[config.mk]
export PLATFORM = sky130hd
export DESIGN_NAME = mhit_chan_top
export DESIGN_NICKNAME = d
export VERILOG_FILES = /design/src/rtl/mhit_pkg.sv /design/src/rtl/mhit_edge_det.sv /design/src/rtl/mhit_lifo.sv /design/src/rtl/mhit_diff_chk.sv /design/src/rtl/mhit_chan_top.sv
export SDC_FILE = /design/constraint.sdc
export NUM_CORES = 1
export LEC_CHECK = 0
export ABC_AREA = 1
export BUFFER_PORTS_ARGS = -buffer_cell sky130_fd_sc_hd__clkbuf_2
export CAP_MARGIN = 20
export CORE_ASPECT_RATIO = 1.25
export CORE_MARGIN = 2
export CORE_UTILIZATION = 40
export DETAILED_ROUTE_END_ITERATION = 10
export GPL_TIMING_DRIVEN = 0
export MAX_ROUTING_LAYER = met4
export PLACE_DENSITY = 0.55
export RECOVER_POWER = 25
export SLEW_MARGIN = 20
export SYNTH_ARGS = -nofsm -noshare
export SYNTH_HDL_FRONTEND = slang
export SYNTH_SLANG_ARGS = --single-unit
[constraint.sdc]
create_clock -name clk -period 3.7 [get_ports clk]
set_input_delay 0.185 -clock clk [delete_from_list [all_inputs] [get_ports clk]]
set_output_delay 0.185 -clock clk [all_outputs]
set_load 0.01 [all_outputs]
[src/rtl/mhit_pkg.sv]
package mhit_pkg;
    typedef enum logic {
        S_ACQ  = 1'b0,
        S_READ = 1'b1
    } rd_state_t;

    localparam logic [1:0] EDGE_NONE = 2'b00;
    localparam logic [1:0] EDGE_RISE = 2'b01;
    localparam logic [1:0] EDGE_FALL = 2'b10;
    localparam logic [1:0] EDGE_BOTH = 2'b11;
endpackage

[src/rtl/mhit_edge_det.sv]
module mhit_edge_det (
    input  logic       clk,
    input  logic       rst_n,
    input  logic       sig,
    input  logic       enable,
    input  logic [1:0] sel,
    output logic       hit,
    output logic       is_fall
);
    logic prev_q;
    logic rise;
    logic fall;

    always_ff @(posedge clk) begin
        if (!rst_n) prev_q <= 1'b0;
        else        prev_q <= sig;
    end

    always_comb begin
        rise    = sig & ~prev_q;
        fall    = ~sig & prev_q;
        hit     = enable & ((rise & sel[0]) | (fall & sel[1]));
        is_fall = fall;
    end

    // nothing qualifies when no direction is selected
    a_r2_none_mode: assert property (@(posedge clk) disable iff (!rst_n)
        (sel == mhit_pkg::EDGE_NONE) |-> !hit);
endmodule

[src/rtl/mhit_lifo.sv]
module mhit_lifo #(
    parameter int W     = 17,
    parameter int DEPTH = 16,
    localparam int CW   = $clog2(DEPTH + 1),
    localparam int AW   = (DEPTH > 1) ? $clog2(DEPTH) : 1
) (
    input  logic          clk,
    input  logic          rst_n,
    input  logic          push,
    input  logic [W-1:0]  din,
    input  logic          pop,
    input  logic [CW-1:0] cap,
    output logic [W-1:0]  top,
    output logic [CW-1:0] count,
    output logic          empty
);
    logic [W-1:0]  mem [DEPTH];
    logic [CW-1:0] cnt_q;
    logic [CW-1:0] cnt_m1;
    logic          do_push;

    always_comb begin
        do_push = push && (cnt_q < cap);
        cnt_m1  = cnt_q - 1'b1;
        top     = mem[cnt_m1[AW-1:0]];
        count   = cnt_q;
        empty   = (cnt_q == '0);
    end

    always_ff @(posedge clk) begin
        if (!rst_n)                cnt_q <= '0;
        else if (do_push)          cnt_q <= cnt_q + 1'b1;
        else if (pop && !empty)    cnt_q <= cnt_m1;
    end

    always_ff @(posedge clk) begin
        if (do_push) mem[cnt_q[AW-1:0]] <= din;
    end

    // a push into a full store leaves the occupancy unchanged
    a_r6_full_holds: assert property (@(posedge clk) disable iff (!rst_n)
        (push && !pop && cnt_q >= cap) |=> (cnt_q == $past(cnt_q)));
    // each pop removes exactly one entry
    a_r4_pop_step: assert property (@(posedge clk) disable iff (!rst_n)
        (pop && !push && cnt_q != '0) |=> (cnt_q == $past(cnt_q) - 1'b1));
endmodule

[src/rtl/mhit_diff_chk.sv]
module mhit_diff_chk #(
    parameter int TW        = 16,
    parameter int STEP_BITS = 4
) (
    input  logic [TW-1:0]           ref_t,
    input  logic [TW-1:0]           stamp,
    input  logic [TW-STEP_BITS-1:0] thr,
    output logic [TW-1:0]           diff,
    output logic                    keep
);
    logic [TW-1:0] limit;

    always_comb begin
        diff  = ref_t - stamp;
        limit = {thr, {STEP_BITS{1'b0}}};
        keep  = (diff <= limit);
    end
endmodule

[src/rtl/mhit_chan_top.sv]
module mhit_chan_top #(
    parameter int TW        = 16,
    parameter int DEPTH     = 16,
    parameter int STEP_BITS = 4,
    localparam int CW       = $clog2(DEPTH + 1),
    localparam int THW      = TW - STEP_BITS
) (
    input  logic           clk,
    input  logic           rst_n,
    input  logic [TW-1:0]  time_cnt,
    input  logic           chan_in,
    input  logic           common_stb,
    input  logic [1:0]     cfg_edge_sel,
    input  logic [CW-1:0]  cfg_depth,
    input  logic [THW-1:0] cfg_thresh,
    output logic           out_valid,
    output logic [TW-1:0]  out_diff,
    output logic           out_edge,
    output logic [1:0]     out_hits,
    output logic           busy
);
    import mhit_pkg::*;

    rd_state_t     state_q, state_d;
    logic [TW-1:0] ref_q;
    logic [1:0]    hits_q;
    logic [CW-1:0] cap;
    logic          hit, is_fall, pop;
    logic [TW:0]   top;
    logic [CW-1:0] count;
    logic          empty;
    logic [TW-1:0] diff;
    logic          keep;

    mhit_edge_det u_edge (
        .clk(clk), .rst_n(rst_n), .sig(chan_in),
        .enable(state_q == S_ACQ), .sel(cfg_edge_sel),
        .hit(hit), .is_fall(is_fall)
    );

    mhit_lifo #(.W(TW + 1), .DEPTH(DEPTH)) u_lifo (
        .clk(clk), .rst_n(rst_n), .push(hit), .din({is_fall, time_cnt}),
        .pop(pop), .cap(cap), .top(top), .count(count), .empty(empty)
    );

    mhit_diff_chk #(.TW(TW), .STEP_BITS(STEP_BITS)) u_diff (
        .ref_t(ref_q), .stamp(top[TW-1:0]), .thr(cfg_thresh),
        .diff(diff), .keep(keep)
    );

    always_comb begin
        cap = (cfg_depth == '0 || cfg_depth > CW'(DEPTH)) ? CW'(DEPTH) : cfg_depth;
        pop = (state_q == S_READ) && !empty;
        busy = (state_q == S_READ);
    end

    // next-state logic
    always_comb begin
        state_d = state_q;
        unique case (state_q)
            S_ACQ:  if (common_stb) state_d = S_READ;   // acq_to_read
            S_READ: if (empty)      state_d = S_ACQ;    // read_to_acq
        endcase
    end

    // state register
    always_ff @(posedge clk) begin
        if (!rst_n) state_q <= S_ACQ;
        else        state_q <= state_d;
    end

    // datapath and outputs
    always_ff @(posedge clk) begin
        if (!rst_n) begin
            ref_q     <= '0;
            hits_q    <= '0;
            out_valid <= 1'b0;
            out_diff  <= '0;
            out_edge  <= 1'b0;
            out_hits  <= '0;
        end else begin
            out_valid <= pop && keep;
            unique case (state_q)
                S_ACQ: begin
                    if (hit)        hits_q <= hits_q + 1'b1;
                    if (common_stb) ref_q  <= time_cnt;
                end
                S_READ: begin
                    if (pop) begin
                        out_diff <= diff;
                        out_edge <= top[TW];
                        out_hits <= hits_q;
                    end else begin
                        hits_q <= '0;
                    end
                end
            endcase
        end
    end

    // a strobe during acquisition starts readout on the next cycle
    a_r9_busy_after_stb: assert property (@(posedge clk) disable iff (!rst_n)
        (state_q == S_ACQ && common_stb) |=> busy);
    // a word only follows a readout cycle
    a_r8_word_needs_read: assert property (@(posedge clk) disable iff (!rst_n)
        out_valid |-> $past(busy));
    // the store never grows during readout
    a_r10_no_push_busy: assert property (@(posedge clk) disable iff (!rst_n)
        busy |=> (count <= $past(count)));
    // no emitted word exceeds the ceiling in force when it was popped
    a_r5_under_limit: assert property (@(posedge clk) disable iff (!rst_n)
        out_valid |-> (out_diff <= {$past(cfg_thresh), {STEP_BITS{1'b0}}}));
endmodule

==> impl_metrics.env, run 1 <==
export IMPL_clk_pin_slew_worst_paths_ps=60
export IMPL_dpl_worst_slack_ps=-1420
export IMPL_die_w_um=171
export IMPL_yosysTopAreaCellShare_pct=58.9
export IMPL_io_buffers=58
export IMPL_vias_per_cell=5.36
export IMPL_critical_path_max_stage_delay_ps=380
export IMPL_finalMaxSlewViolations=0
export IMPL_final_nets=1426
export IMPL_die_h_um=212
export IMPL_synthesis_nets=1306
export IMPL_multi_input_comb_area_um2=4630
export IMPL_grt_pass1_vias=9746
export IMPL_synth_largest_area_cell="edfxtp_1"
export IMPL_worstPathArrival_ps=4580
export IMPL_cp_startpoint="u_lifo.count[0]"
export IMPL_drv_cap=0
export IMPL_drcViolationCount=0
export IMPL_cp_slowest_cell="dfxtp_4"
export IMPL_violations="negative setup slack"
export IMPL_antenna_found_initial=0
export IMPL_overflow=0
export IMPL_placed_area_um2=15000
export IMPL_dp_hpwl_um=26600
export IMPL_grt_pass1_wl_um=59900
export IMPL_hold_violations=0
export IMPL_rsz0062_at_grt="true"
export IMPL_layout_commonest_cell="edfxtp_1"
export IMPL_drt_total_wl_um=39900
export IMPL_area_delta_synth_final_pct=20.5
export IMPL_outcome="finished with violations"
export IMPL_design_area_um2=16700
export IMPL_yosysSeqAreaShare_pct=65.4
export IMPL_start_util_pct=40.4
export IMPL_numClockSinks=317
export IMPL_cp_required_ps=4170
export IMPL_rr_endpoint="out_valid"
export IMPL_hold_ws_ps=83.7
export IMPL_worst_path_most_repeated_cell="buf_12"
export IMPL_cp_start_kind="register"
export IMPL_fin_crit_sh_pct=111
export IMPL_worstSetupEndpointType="register"
export IMPL_setup_ws_ps=-414
export IMPL_netlist_instances=1229
export IMPL_path_class="reg -> reg"
export IMPL_finalSetupViolCount=2
export IMPL_htreeDepth=1
export IMPL_num_vias=9865
export IMPL_r2r_cells=26
export IMPL_final_cell_mix="edfxtp_1, nor2_1, o21ai_0, nand2_1, inv_1"
export IMPL_synth_area_leaders="edfxtp_1, dfxtp_1, nor2_1"
export IMPL_cp_endpoint="out_valid"
export IMPL_regArea_um2=9070
export IMPL_first_pass_iters=5
export IMPL_synthArstFlopShare_pct=0
export IMPL_grt_max_degree=18
export IMPL_clk_path_buf_depth=3
export IMPL_dieArea_um2=36200
export IMPL_diodes=0
export IMPL_detail_route_antenna_nets=0
export IMPL_routedWlPerCell_um=21.7
export IMPL_synth_seq_cells=317
export IMPL_synthFlopType="edfxtp_1"
export IMPL_hp_class="in -> reg"
export IMPL_fp_row_count=76
export IMPL_r2r_setup_slack_ps=-410
export IMPL_dr_first_iter_drc_count=975
export IMPL_relSlewSlack_pct=42.9
export IMPL_clockRootBuffer="clkbuf_16"
export IMPL_ios=60
export IMPL_syn_avg_cell_area_um2=11.3
export IMPL_r2r_start="u_lifo.count[0]"
export IMPL_critPathMaxFanout=10
export IMPL_synth_edf_count=272
export IMPL_fmax_mhz=243
export IMPL_synthDistinctLibCells=52
export IMPL_nFillCells=3072
export IMPL_grtUsageTotal_pct=23.0
export IMPL_gp_congestion=0.864
export IMPL_synth_area_um2=13900
export IMPL_ys_warnings_count=0
export IMPL_finClkSkew_ps=15.2
export IMPL_core_um2=34300
export IMPL_cts_made_buffers=31
export IMPL_final_layout_size_suffix_gt1_share_pct=20.7
export IMPL_cts_tree="built"
export IMPL_worst_slew_pin_slew_ps=856
export IMPL_layout_min_cycle_time_ps=4110
export IMPL_insertion_delay_ps=590
==> cells in the mapped netlist, types with 4 or more instances <==
cell,count
a22oi_1,4
nand3_2,5
xnor2_1,5
inv_1,73
xor2_1,9
dfxtp_1,45
a21oi_1,52
nand2_1,131
nand4_1,4
o21ai_1,22
buf_2,25
o211ai_1,21
nand3_1,36
o221ai_1,13
a32o_1,4
edfxtp_1,272
buf_4,6
buf_6,13
o22ai_1,37
ha_1,37
nor2_1,207
clkbuf_1,15
inv_2,5
o21ai_0,148
==> worst min path at each step <==
stage	start	endpoint	slack, ps	cells past startpoint
2_1_floorplan	chan_in	u_edge.prev_q	280	2
3_3_place_gp	chan_in	u_edge.prev_q	400	3
3_5_place_dp	chan_in	u_edge.prev_q	400	3
4_1_cts	time_cnt[2]	u_lifo.mem[10][2]	40	1
5_1_grt	cfg_edge_sel[1]	hits_q[1]	120	5
6_report	cfg_edge_sel[1]	hits_q[1]	80	5
==> critical path, delay by kind of cell (launching register included) <==
| family | cells | cell delay [ps] |
|---|---|---|
| buffers and inverters | 9 | 930 |
| xor gates and xnor gates | 1 | 240 |
| AOI/OAI and AO/OA | 8 | 1110 |
| and+or+nand+nor | 5 | 520 |
| adders and majority gates | 3 | 810 |
| DFF | 1 | 380 |
==> flip-flops by register name, summed over array words and instances, names as in the netlist <==
register / count
hits_q: 2
ref_q: 16
out_valid: 1
out_edge: 1
out_diff: 16
u_lifo.count: 5
out_hits: 2
u_edge.prev_q: 1
u_lifo.mem: 272
busy: 1
==> per-layer routing <==
metal  GRT usage, %  wire length (µm)
met5              -                 0
met4           7.87              1110
met3           2.53              2090
met2           39.6             20200
met1           28.3             16500
==> repair_timing <==
action / 4_1_cts / 5_1_grt
pin swaps: 46 / 27
endpoints found under the setup margin: 13 / 3
endpoints found under the hold margin: 8 / 0
hold buffers: 2 / 0
cloned: 1 / 1
buffers inserted: 20 / 2
gates resized for setup: 127 / 23
==> logic make-up (layout without fill, tap and decap cells) <==
| group | after synthesis | in the layout | share of synthesized area, % |
|---|---|---|---|
| compound gates | 318 | 318 | 13.3 |
| xor+xnor | 14 | 14 | 0.884 |
| fa+ha+maj | 38 | 38 | 3.48 |
| buf+inv | 145 | 288 | 5.15 |
| flops | 317 | 317 | 65.4 |
| simple gates | 397 | 397 | 11.8 |
==> area by class of cell <==
| type | instances | share of cell area, % |
|---|---|---|
| sequential | 317 | 54.3 |
| multi-input combinational | 767 | 27.7 |
| clock buffer | 47 | 5.26 |
| tap | 468 | 3.50 |
| buffer | 64 | 3.50 |
| timing repair buffer | 87 | 3.30 |
| inverter | 81 | 1.95 |
| clock inverter | 9 | 0.464 |
==> per-stage QoR <==
stage	utilization [%]	TNS (ps)	instances
2_1_floorplan	-	0	1229
3_5_place_dp	43.6	-6630	1757
4_1_cts	48.4	-458	1836
6_report	48.7	-441	1840
3_3_place_gp	43.1	-147440	1755
5_1_grt	48.7	-832	1840
Power of run 1 is left out: the tool's default activity adds up to more than one toggle a clock period on the data nets, which glitch-free logic cannot reach.
==> run 2: changes to the inputs <==
CTS_CLUSTER_DIAMETER = 80   (was unset)
GPL_ROUTABILITY_DRIVEN = 0   (was unset)
PLACE_DENSITY = 0.64   (was 0.55)
==> run 2 against run 1 <==
  * The run still ends with negative setup slack left
  * Clock-buffer cell count shrank 15
  * Cell area up 1.5%
  * Via count rose by 3.3%
  * Sequential cell count stayed put
  * Register-to-register slack got worse by 80 ps
  * Worst setup slack got worse by 77 ps
  * Clock skew increased by 6.7 ps
  * Die area is the same
  * First-iteration DRC count increased by 11%
  * Non-clock buffer count increased by 19
  * Critical path depth fell by 1
  * Utilization rose by 0.75 points
  * Largest cell class unchanged
  * Highest routed layer unchanged
==> impl_metrics.env, run 2 (synthesis gave the netlist of run 1 again) <==
export IMPL_outcome="finished with violations"
export IMPL_violations="negative setup slack"
export IMPL_start_util_pct=40.4
export IMPL_finalMaxSlewViolations=0
export IMPL_drcViolationCount=0
export IMPL_drv_cap=0
export IMPL_worstSetupEndpointType="register"
export IMPL_cp_start_kind="register"
export IMPL_hp_class="in -> reg"
export IMPL_cp_required_ps=4200
export IMPL_area_delta_synth_final_pct=22.3
export IMPL_diodes=0
export IMPL_finalSetupViolCount=1
export IMPL_dp_hpwl_um=25500
export IMPL_drt_total_wl_um=39500
export IMPL_grtUsageTotal_pct=22.5
export IMPL_finClkSkew_ps=21.9
export IMPL_rsz0062_at_grt="true"
export IMPL_grt_pass1_vias=9961
export IMPL_hold_violations=0
export IMPL_clockRootBuffer="clkbuf_16"
export IMPL_detail_route_antenna_nets=0
export IMPL_vias_per_cell=5.50
export IMPL_dpl_worst_slack_ps=-1330
export IMPL_setup_ws_ps=-491
export IMPL_layout_min_cycle_time_ps=4190
export IMPL_nFillCells=2956
export IMPL_core_um2=34300
export IMPL_regArea_um2=9070
export IMPL_grt_pass1_wl_um=58800
export IMPL_cts_made_buffers=30
export IMPL_hold_ws_ps=103
export IMPL_layout_commonest_cell="edfxtp_1"
export IMPL_io_buffers=58
export IMPL_worstPathArrival_ps=4690
export IMPL_dr_first_iter_drc_count=1078
export IMPL_grt_max_degree=18
export IMPL_dieArea_um2=36200
export IMPL_clk_path_buf_depth=3
export IMPL_fin_crit_sh_pct=113
export IMPL_fp_row_count=76
export IMPL_clk_pin_slew_worst_paths_ps=60
export IMPL_routedWlPerCell_um=21.3
export IMPL_insertion_delay_ps=580
export IMPL_die_w_um=171
export IMPL_path_class="reg -> reg"
export IMPL_antenna_found_initial=0
export IMPL_fmax_mhz=239
export IMPL_worst_slew_pin_slew_ps=963
export IMPL_critPathMaxFanout=10
export IMPL_numClockSinks=317
export IMPL_multi_input_comb_area_um2=4720
export IMPL_first_pass_iters=6
export IMPL_num_vias=10200
export IMPL_htreeDepth=1
export IMPL_overflow=0
export IMPL_cts_tree="built"
export IMPL_final_cell_mix="edfxtp_1, nor2_1, o21ai_0, nand2_1, inv_1"
export IMPL_final_layout_size_suffix_gt1_share_pct=23.1
export IMPL_die_h_um=212
export IMPL_relSlewSlack_pct=35.8
export IMPL_largest_register_ffs=272
export IMPL_final_nets=1444
export IMPL_ios=60
## run 2: what timing repair did
item / CTS / global route
setup endpoints to repair: 13 / 3
hold buffers: 2 / 0
endpoints found under the hold margin: 8 / 0
gates cloned: 2 / 0
buffers inserted: 32 / 13
gates resized for setup: 135 / 34
pin swaps: 61 / 45
## run 2: final timing paths
path / from / end / slack [ps] / cells after the start
setup reg to reg: u_lifo.count[0] / out_valid / -490 / 25
hold / removal: cfg_edge_sel[1] / hits_q[1] / 100 / 5
setup / recovery: u_lifo.count[0] / out_valid / -490 / 25
hold reg to reg: hits_q[1] / hits_q[1] / 470 / 2
## run 2: worst max-delay path: stages (launching register included)
cell and delay, ps:
dfxtp_4 380, inv_8 30, buf_8 110, buf_12 120, ha_4 270, inv_8 90, clkbuf_2 280, o21ai_0 140
o22ai_1 190, nor2_1 110, o21ai_2 230, inv_2 80, ha_4 260, a21o_1 200, a21oi_2 130, nand2_2 80
buf_6 130, nand2_1 70, nand2_2 80, nand3_2 90, nand2_2 70, ha_4 270, nand4_1 130, nor4_2 300
nand3_1 130, a21oi_2 140
## run 2: metrics by stage
stage          TNS (ps)  cell area [µm²]  utilization, %  cells
2_1_floorplan         0            13900               -   1229
3_3_place_gp    -125860            14800            43.1   1755
3_5_place_dp      -5190            14900            43.5   1755
4_1_cts            -384            16800            48.8   1843
5_1_grt            -716            17000            49.4   1855
6_report           -491            17000            49.4   1855
## run 2: metal layers
layer  up-vias  share of wire (%)  track usage (%)
met2       471                 50             38.6
met1      4935                 39             26.8
met3       119                6.5             2.35
met5         -                  0                -
met4         0                4.6             10.1
li1       4669                  -                -
## run 2: cell type report
type                    count  share of cell area [%]
flip-flops and latches    317                    53.5
multi-input cells         767                    27.8
clock buffers              32                    4.47
repair buffers            107                    4.20
well taps                 468                    3.45
plain buffers              63                    3.41
inverters                  81                    1.92
clock inverters            20                    1.23
Power of run 2 is left out for the same reason.
